## src/rtl/frq_pkg.sv

```systemverilog
package frq_pkg;

   typedef enum logic {
      FRQ_SILENT = 1'b0,
      FRQ_REPORT = 1'b1
   } frq_mode_e;

   typedef enum logic [1:0] {
      FRQ_OP_HOLD = 2'd0,
      FRQ_OP_UP   = 2'd1,
      FRQ_OP_DOWN = 2'd2
   } frq_op_e;

   function automatic frq_op_e frq_decode(input logic up, input logic down);
      if (up && !down)
         return FRQ_OP_UP;
      else if (down && !up)
         return FRQ_OP_DOWN;
      else
         return FRQ_OP_HOLD;
   endfunction

endpackage

```

## src/rtl/frq_sat_counter.sv

```systemverilog
module frq_sat_counter
   import frq_pkg::*;
#(
   parameter int CNT_W = 4
) (
   input  logic             clk,
   input  logic             rst_n,
   input  logic             en,
   input  logic             up,
   input  logic             down,
   output logic [CNT_W-1:0] cnt_o,
   output logic             at_zero_o,
   output logic             at_max_o,
   output logic             lost_o
);

   localparam logic [CNT_W-1:0] CNT_MAX = {CNT_W{1'b1}};
   localparam logic [CNT_W-1:0] CNT_ONE = {{(CNT_W-1){1'b0}}, 1'b1};

   logic [CNT_W-1:0] cnt_q;
   frq_op_e          op;

   assign op        = en ? frq_decode(up, down) : FRQ_OP_HOLD;
   assign at_zero_o = (cnt_q == '0);
   assign at_max_o  = (cnt_q == CNT_MAX);
   assign lost_o    = (op == FRQ_OP_UP) && at_max_o;
   assign cnt_o     = cnt_q;

   always_ff @(posedge clk) begin
      if (!rst_n)
         cnt_q <= '0;
      else begin
         case (op)
            FRQ_OP_UP:   if (!at_max_o)  cnt_q <= cnt_q + CNT_ONE;
            FRQ_OP_DOWN: if (!at_zero_o) cnt_q <= cnt_q - CNT_ONE;
            default:     cnt_q <= cnt_q;
         endcase
      end
   end

   assert_up_R2: assert property (@(posedge clk) disable iff (!rst_n)
      (en && up && !down && (cnt_q != CNT_MAX)) |=> (cnt_q == $past(cnt_q) + CNT_ONE));

   assert_down_R3: assert property (@(posedge clk) disable iff (!rst_n)
      (en && down && !up && (cnt_q != '0)) |=> (cnt_q == $past(cnt_q) - CNT_ONE));

   assert_floor_R4: assert property (@(posedge clk) disable iff (!rst_n)
      (en && down && !up && (cnt_q == '0)) |=> (cnt_q == '0));

   assert_cancel_R5: assert property (@(posedge clk) disable iff (!rst_n)
      (up && down) |=> $stable(cnt_q));

   assert_frozen_R9: assert property (@(posedge clk) disable iff (!rst_n)
      !en |=> $stable(cnt_q));

endmodule

```

## src/rtl/frq_sticky_flag.sv

```systemverilog
module frq_sticky_flag (
   input  logic clk,
   input  logic rst_n,
   input  logic set_i,
   output logic flag_o
);

   logic flag_q;

   always_ff @(posedge clk) begin
      if (!rst_n)
         flag_q <= 1'b0;
      else if (set_i)
         flag_q <= 1'b1;
   end

   assign flag_o = flag_q;

   assert_no_overflow_clear_R6: assert property (@(posedge clk) disable iff (!rst_n)
      flag_q |=> flag_q);

   assert_overflow_cause_R6: assert property (@(posedge clk) disable iff (!rst_n)
      $rose(flag_q) |-> $past(set_i));

endmodule

```

## src/rtl/frq_irq_gen.sv

```systemverilog
module frq_irq_gen #(
   parameter bit IRQ_REGISTERED = 1'b0
) (
   input  logic clk,
   input  logic rst_n,
   input  logic pending_i,
   input  logic enable_i,
   output logic irq_o
);

   logic request;

   assign request = pending_i && enable_i;

   generate
      if (IRQ_REGISTERED) begin : g_reg
         logic irq_q;
         always_ff @(posedge clk) begin
            if (!rst_n)
               irq_q <= 1'b0;
            else
               irq_q <= request;
         end
         assign irq_o = irq_q;

         assert_irq_late_R8: assert property (@(posedge clk) disable iff (!rst_n)
            request |=> irq_o);
      end else begin : g_comb
         assign irq_o = request;

         always_comb begin
            if (rst_n)
               assert_irq_gate_R8: assert (!irq_o || pending_i);
         end
      end
   endgenerate

endmodule

```

## src/rtl/fire_report_queue.sv

```systemverilog
module fire_report_queue
   import frq_pkg::*;
#(
   parameter int CNT_W          = 4,
   parameter bit IRQ_REGISTERED = 1'b0
) (
   input  logic             clk,
   input  logic             rst_n,
   input  logic             mode_i,
   input  logic             irq_en_i,
   input  logic             fire_i,
   input  logic             read_i,
   output logic [CNT_W-1:0] count_o,
   output logic             not_empty_o,
   output logic             irq_o,
   output logic             overflow_o
);

   generate
      if (CNT_W < 1 || CNT_W > 32) begin : g_bad_width
         initial $error("fire_report_queue: CNT_W must lie in 1..32");
      end
   endgenerate

   logic             reporting;
   logic [CNT_W-1:0] cnt;
   logic             at_zero;
   logic             at_max;
   logic             lost;

   assign reporting = (frq_mode_e'(mode_i) == FRQ_REPORT);

   frq_sat_counter #(
      .CNT_W (CNT_W)
   ) u_cnt (
      .clk       (clk),
      .rst_n     (rst_n),
      .en        (reporting),
      .up        (fire_i),
      .down      (read_i),
      .cnt_o     (cnt),
      .at_zero_o (at_zero),
      .at_max_o  (at_max),
      .lost_o    (lost)
   );

   frq_sticky_flag u_ovf (
      .clk    (clk),
      .rst_n  (rst_n),
      .set_i  (lost),
      .flag_o (overflow_o)
   );

   assign not_empty_o = reporting && !at_zero;
   assign count_o     = cnt;

   frq_irq_gen #(
      .IRQ_REGISTERED (IRQ_REGISTERED)
   ) u_irq (
      .clk       (clk),
      .rst_n     (rst_n),
      .pending_i (not_empty_o),
      .enable_i  (irq_en_i),
      .irq_o     (irq_o)
   );

   assert_silent_R9: assert property (@(posedge clk) disable iff (!rst_n)
      !mode_i |-> !not_empty_o);

   assert_no_overflow_R5: assert property (@(posedge clk) disable iff (!rst_n)
      (fire_i && read_i && !overflow_o) |=> !overflow_o);

   assert_lost_R6: assert property (@(posedge clk) disable iff (!rst_n)
      (mode_i && fire_i && !read_i && at_max) |=> (overflow_o && at_max));

   assert_pending_R7: assert property (@(posedge clk) disable iff (!rst_n)
      (mode_i && (count_o != '0)) |-> not_empty_o);

endmodule

```

## config.mk

```make
export PLATFORM = sky130hd
export DESIGN_NAME = fire_report_queue
export DESIGN_NICKNAME = d
export VERILOG_FILES = /design/src/rtl/frq_pkg.sv /design/src/rtl/frq_sat_counter.sv /design/src/rtl/frq_sticky_flag.sv /design/src/rtl/frq_irq_gen.sv /design/src/rtl/fire_report_queue.sv
export SDC_FILE = /design/constraint.sdc
export NUM_CORES = 1
export LEC_CHECK = 0
export ABC_AREA = 1
export BUFFER_PORTS_ARGS = -buffer_cell sky130_fd_sc_hd__buf_2
export CELL_PAD_IN_SITES_DETAIL_PLACEMENT = 1
export CELL_PAD_IN_SITES_GLOBAL_PLACEMENT = 2
export CORE_MARGIN = 4
export CORE_UTILIZATION = 22
export DETAILED_ROUTE_END_ITERATION = 12
export GPL_ROUTABILITY_DRIVEN = 0
export GPL_TIMING_DRIVEN = 0
export PLACE_DENSITY = 0.71
export SETUP_SLACK_MARGIN = 0.3
export SLEW_MARGIN = 40
export SYNTH_ARGS = -nofsm -noshare
export SYNTH_HDL_FRONTEND = slang
export SYNTH_SLANG_ARGS = --single-unit
```

## constraint.sdc

```tcl
create_clock -name clk -period 1.51 [get_ports clk]
set_clock_uncertainty 0.05 [all_clocks]
set_input_delay 0.3775 -clock clk [delete_from_list [all_inputs] [get_ports clk]]
set_output_delay 0.3775 -clock clk [all_outputs]
set_load 0.02 [all_outputs]
```

**Yosys cells after proc, flatten, opt, wreduce, memory -nomap -nowiden**

Cells that the tools add are included.

- Add/sub/neg operators: 2
- Multiply operators: 0
- Div/mod/pow operators: 0
- $lt $le $gt $ge: 0
- Equal/unequal tests: 5
- Shift operators: 0
- Mux-type cells: 6
- Bitwise logic cells: 0
- Reductions and logical operators: 11

Operators with widths:

| cell | number |
|---|---|
| 4-bit 2-to-1 mux | 2 |
| 4-bit case mux with 2 select lines | 1 |
| 2-bit 2-to-1 mux | 3 |
| 1-bit logical AND | 5 |
| 4-bit by 1-bit adder with 4-bit output, second input constant | 1 |
| 4-bit == test, second input constant | 1 |
| 4-bit logical NOT | 1 |
| 2-bit != test, second input constant | 2 |
| 4-bit by 1-bit subtractor with 4-bit output, second input constant | 1 |
| 1-bit logical NOT | 3 |
| 3-bit AND reduction | 1 |
| 2-bit by 1-bit == test with 1-bit output, second input constant | 1 |
| 2-bit == test, second input constant | 1 |
| 2-bit nonzero test | 1 |

- Register bits: 5
- Latch bits: 0
- Memory bits (writable): 0
- Bits in read-only memories: 0
- Bits of input ports: 6
- Logic and storage cells: 26
- Memories kept: 0

**Logic depth before layout (Yosys ltp)**

- Depth after elaboration: 8
- Mapped depth: 10
- Depth with buffers taken out: 10

**Hierarchy**

From an unflattened synthesis, not the netlist that was laid out.

- Cells, all modules: 60
- Area, all modules: 371.6 µm²

Modules (own cells, without submodules):

| module | instances | cells each | area each (µm²) | sequential area each (µm²) |
|---|---|---|---|---|
| frq_sat_counter | 1 | 52 | 322.8 | 80.1 |
| frq_sticky_flag | 1 | 4 | 31.3 | 20.0 |
| fire_report_queue | 1 | 2 | 10.0 | 0.0 |
| frq_irq_gen | 1 | 2 | 7.5 | 0.0 |

**Worst setup path after synthesis**

OpenSTA, ideal clock, no wires.

- Path type: register to output
- Start: reg u_cnt.cnt_q[0], in the netlist u_cnt.cnt_o[0]
- End: out irq_o
- Arrival time: 1.039 ns
- Required time: 1.082 ns
- Path slack: 0.043 ns
- Cell stages (with the launch flop): 5
- Path buffers: 0
- Cell sequence: dfxtp_1 inv_1 nand3_1 nand2_1 nor2_1

- Word-level cells in the longest chain between the ends: 4

RTL lines:

| item | line | text |
|---|---|---|
| start, declared | frq_sat_counter.sv:20 | `logic [CNT_W-1:0] cnt_q;` |
| start signal, assigned | frq_sat_counter.sv:34 | `FRQ_OP_UP: if (!at_max_o) cnt_q <= cnt_q + CNT_ONE;` |
| start signal, assigned | frq_sat_counter.sv:35 | `FRQ_OP_DOWN: if (!at_zero_o) cnt_q <= cnt_q - CNT_ONE;` |
| start signal, assigned | frq_sat_counter.sv:36 | `default: cnt_q <= cnt_q;` |
| 4-bit logical NOT | frq_sat_counter.sv:24 | `assign at_zero_o = (cnt_q == '0);` |
| 1-bit logical NOT | -- |  |
| 1-bit logical AND | fire_report_queue.sv:54 | `assign not_empty_o = reporting && !at_zero;` |
| 1-bit logical AND | frq_irq_gen.sv:13 | `assign request = pending_i && enable_i;` |
| end, declared | fire_report_queue.sv:15 | `output logic irq_o,` |

Every way passes these cells.

**Final worst setup path**

- Start: reg u_cnt.cnt_q[3], in the netlist u_cnt.cnt_o[3]
- End: out irq_o

Same word-level chain as after synthesis.

==> results by group <==
Power
  • Combinational Power Share: 0.416
  • Clk pwr share: 0.298
  • Sw Ratio: 0.335
  • Net Sw Power: 173 µW
  • Design Power: around 520 µW
  • Static Leak: 0.381 nW
  • Worst VDD drop: between 0.4 and 0.5 mV
  • P per Cell Area: between 700 and 800 nW/µm²
  • Seq pwr share: 0.286
  • Internal power: 343 µW

Drt
  • Initial DRT Pass Iterations: 4
  • Vias per Instance: between 4 and 5
  • Vias: 483
  • DR DRC count: 0
  • Final antenna-violating net count: 0
  • WL per Instance: 13.0 µm
  • Total routed wirelength: roughly 1400 µm
  • Initial drt markers: 4

Placement
  • Post-DP HPWL: approximately 800 µm
  • Port Buffers: 12

Logic synthesis
  • Post-Syn Area: 364 µm²
  • Async set-reset flop share out of synthesis: 0
  • Dominant cell type by area after synthesis: dfxtp_1
  • Mean Syn Cell Area: approximately 6.0 µm²
  • Unique masters post-synth: 14
  • Most frequent cell after synthesis: nand2_1
  • Top cell type's share of synthesized area: 0.275
  • Commonest register cell after synthesis: dfxtp_1
  • Main area contributors after synthesis: dfxtp_1 27%, nand2_1 16%, inv_1 14%, a21oi_1 5.5%, nand3_1 5.5%
  • Synth top cells by count: 16 x nand2_1, 14 x inv_1, 5 x dfxtp_1, 5 x nor2_1
  • Synth Warn #: 0
  • Seq/Total Area, Yosys: 0.275
  • Mapped Nets: 68
  • Number of flops mapped to enable cells by yosys: 0
  • Synth Register Bits: 5
  • Cells after synthesis: just over 60

Clock tree
  • H-tree depth: 1
  • Clk slew on worst S/H paths: about 50 ps
  • Skew-Pair Late Insertion Delay: 240 ps
  • Num CTS Buffers: 3
  • Hold_buf cts: 0
  • CTS Buffer Depth: 2
  • CTS sink cnt: 5
  • CTS Root Cell: clkbuf_4
  • TritonCTS clock tree: yes

Setup path
  • Crit path max-delay cell type: dfxtp_4
  • CP max FO: 2
  • Buf+Inv Stages, Crit Path: 1
  • Slowest stage delay, CP: ~350 ps
  • Critical path arrival: roughly 1000 ps
  • Crit Path Class: flip-flop to output pin
  • Startpoint class of the critical path: flip-flop
  • Critical path capture point type: output pin
  • WP data required: 1080 ps
  • Crit path max-delay family: flip-flops
  • Worst-path cell chain: nor2_4, nand3_2, nand2_2, nor2_2, buf_6

Timing
  • Rel. slew slack: 0.867
  • Max Freq: 694 MHz
  • Worst-Margin Slew: approximately 200 ps
  • Final Hold Fails: 0
  • Worst hold margin: 341 ps
  • Unrepaired setup endpoints after global routing: yes
  • Pins Over Slew Limit: 0
  • Final period util: 0.954
  • Crit path time final: about 1400 ps
  • Setup-failing EPs final: 0

Cells and area
  • Final core occ: 0.474
  • # nets final: 98
  • Synthesis-to-finish area growth: 101%
  • Diode count: 0
  • Layout cell share with drive strength beyond 1: 0.667

Outcome
  • Status: completed

GRT
  • Number of antenna violations at the first check in global routing: 0
  • Global-route wire length before repair: ~2400 µm
  • Pin count of the biggest net entering global routing: 7
  • Number of global-route vias before repair: 520
  • Total grt overflow: 0
  • Global Route Usage Sum: 0.126

Die
  • Die Y: 48.7 µm
  • Rows: 14
  • Core area: roughly 1500 µm²
  • Die ar.: ~2400 µm²
  • Initial core utilization: 0.236
  • Die width: roughly 50 µm
  • Ports: 13

Hold path
  • Hold Path Class: input port to flip-flop

Run
  • Max_cap viols: 0
==> worst min-delay path, delay by kind of cell <==
kind                   cells  cell delay (ps)
buffers and inverters      1              130
AOI/OAI and AO/OA          2               80
==> path summary, 6_finish.rpt <==
path              cells after the start              to            from  slack (ps)
setup / recovery                      5           irq_o  u_cnt.cnt_o[3]          70
hold / removal                        3  u_cnt.cnt_o[1]           rst_n         340
setup reg to reg                     11  u_cnt.cnt_o[3]  u_cnt.cnt_o[1]         130
hold reg to reg                       2    u_ovf.flag_o    u_ovf.flag_o         420
==> registers in the layout, summed over array words and instances, names as in the netlist <==
signal	flops
u_cnt.cnt_o	4
u_ovf.flag_o	1
==> cell usage in the layout, fill, tap and decap left out, drive strengths merged <==
cell,count
a21oi,5
buf,25
o21bai,1
xor2,2
ha,1
nand3,4
nor2,6
clkbuf,4
nand4,2
dfxtp,5
inv,14
nand2,18
o21ai,3
==> power by group through the flow <==
stage	Sequential, mW	Clock (mW)	Combinational, mW
2_1_floorplan	0.160	0	0.0615
4_1_cts	0.146	0.160	0.183
3_5_place_dp	0.154	0	0.107
6_report	0.148	0.154	0.215
5_1_grt	0.149	0.174	0.233
3_3_place_gp	0.154	0	0.106
==> stage by stage <==
step	worst slack [ps]	TNS (ps)	instances	instance area, µm²
after global routing	15.1	0	106	731
after global placement	-120	-169	89	474
after CTS	56.4	0	104	677
after detailed placement	-137	-205	89	474
after floorplan	214	0	61	394
final	69.1	0	106	731
==> cells by family (layout without fill, tap and decap cells) <==
family,after synthesis,in the layout,synth area share
compound gates,9,9,0.141
xor+xnor,2,2,0.0481
fa+ha+maj,1,1,0.0344
buf+inv,14,43,0.144
flops,5,5,0.275
simple gates,30,30,0.357
==> final cells by class <==
| class | instances | area, µm² |
|---|---|---|
| repair buffers | 25 | 213 |
| multi-input cells | 42 | 289 |
| well taps | 16 | 20.0 |
| inverters | 14 | 67.6 |
| flip-flops and latches | 5 | 115 |
| clock buffers | 4 | 26.3 |
| fillers | 191 | 811 |
==> layer usage <==
metal  share of wire  vias up  GRT usage
li1                -      245          -
met1            0.38      222      0.138
met2            0.54       16      0.226
met3           0.076        0     0.0552
met4               0        0     0.0135
met5               0        -          0
==> repair_timing <==
action	4_1_cts	5_1_grt
pin swaps	9	6
setup endpoints to repair	7	10
setup buffers	11	2
gates resized for setup	29	12
No activity file was read; power rests on OpenSTA's default activity.
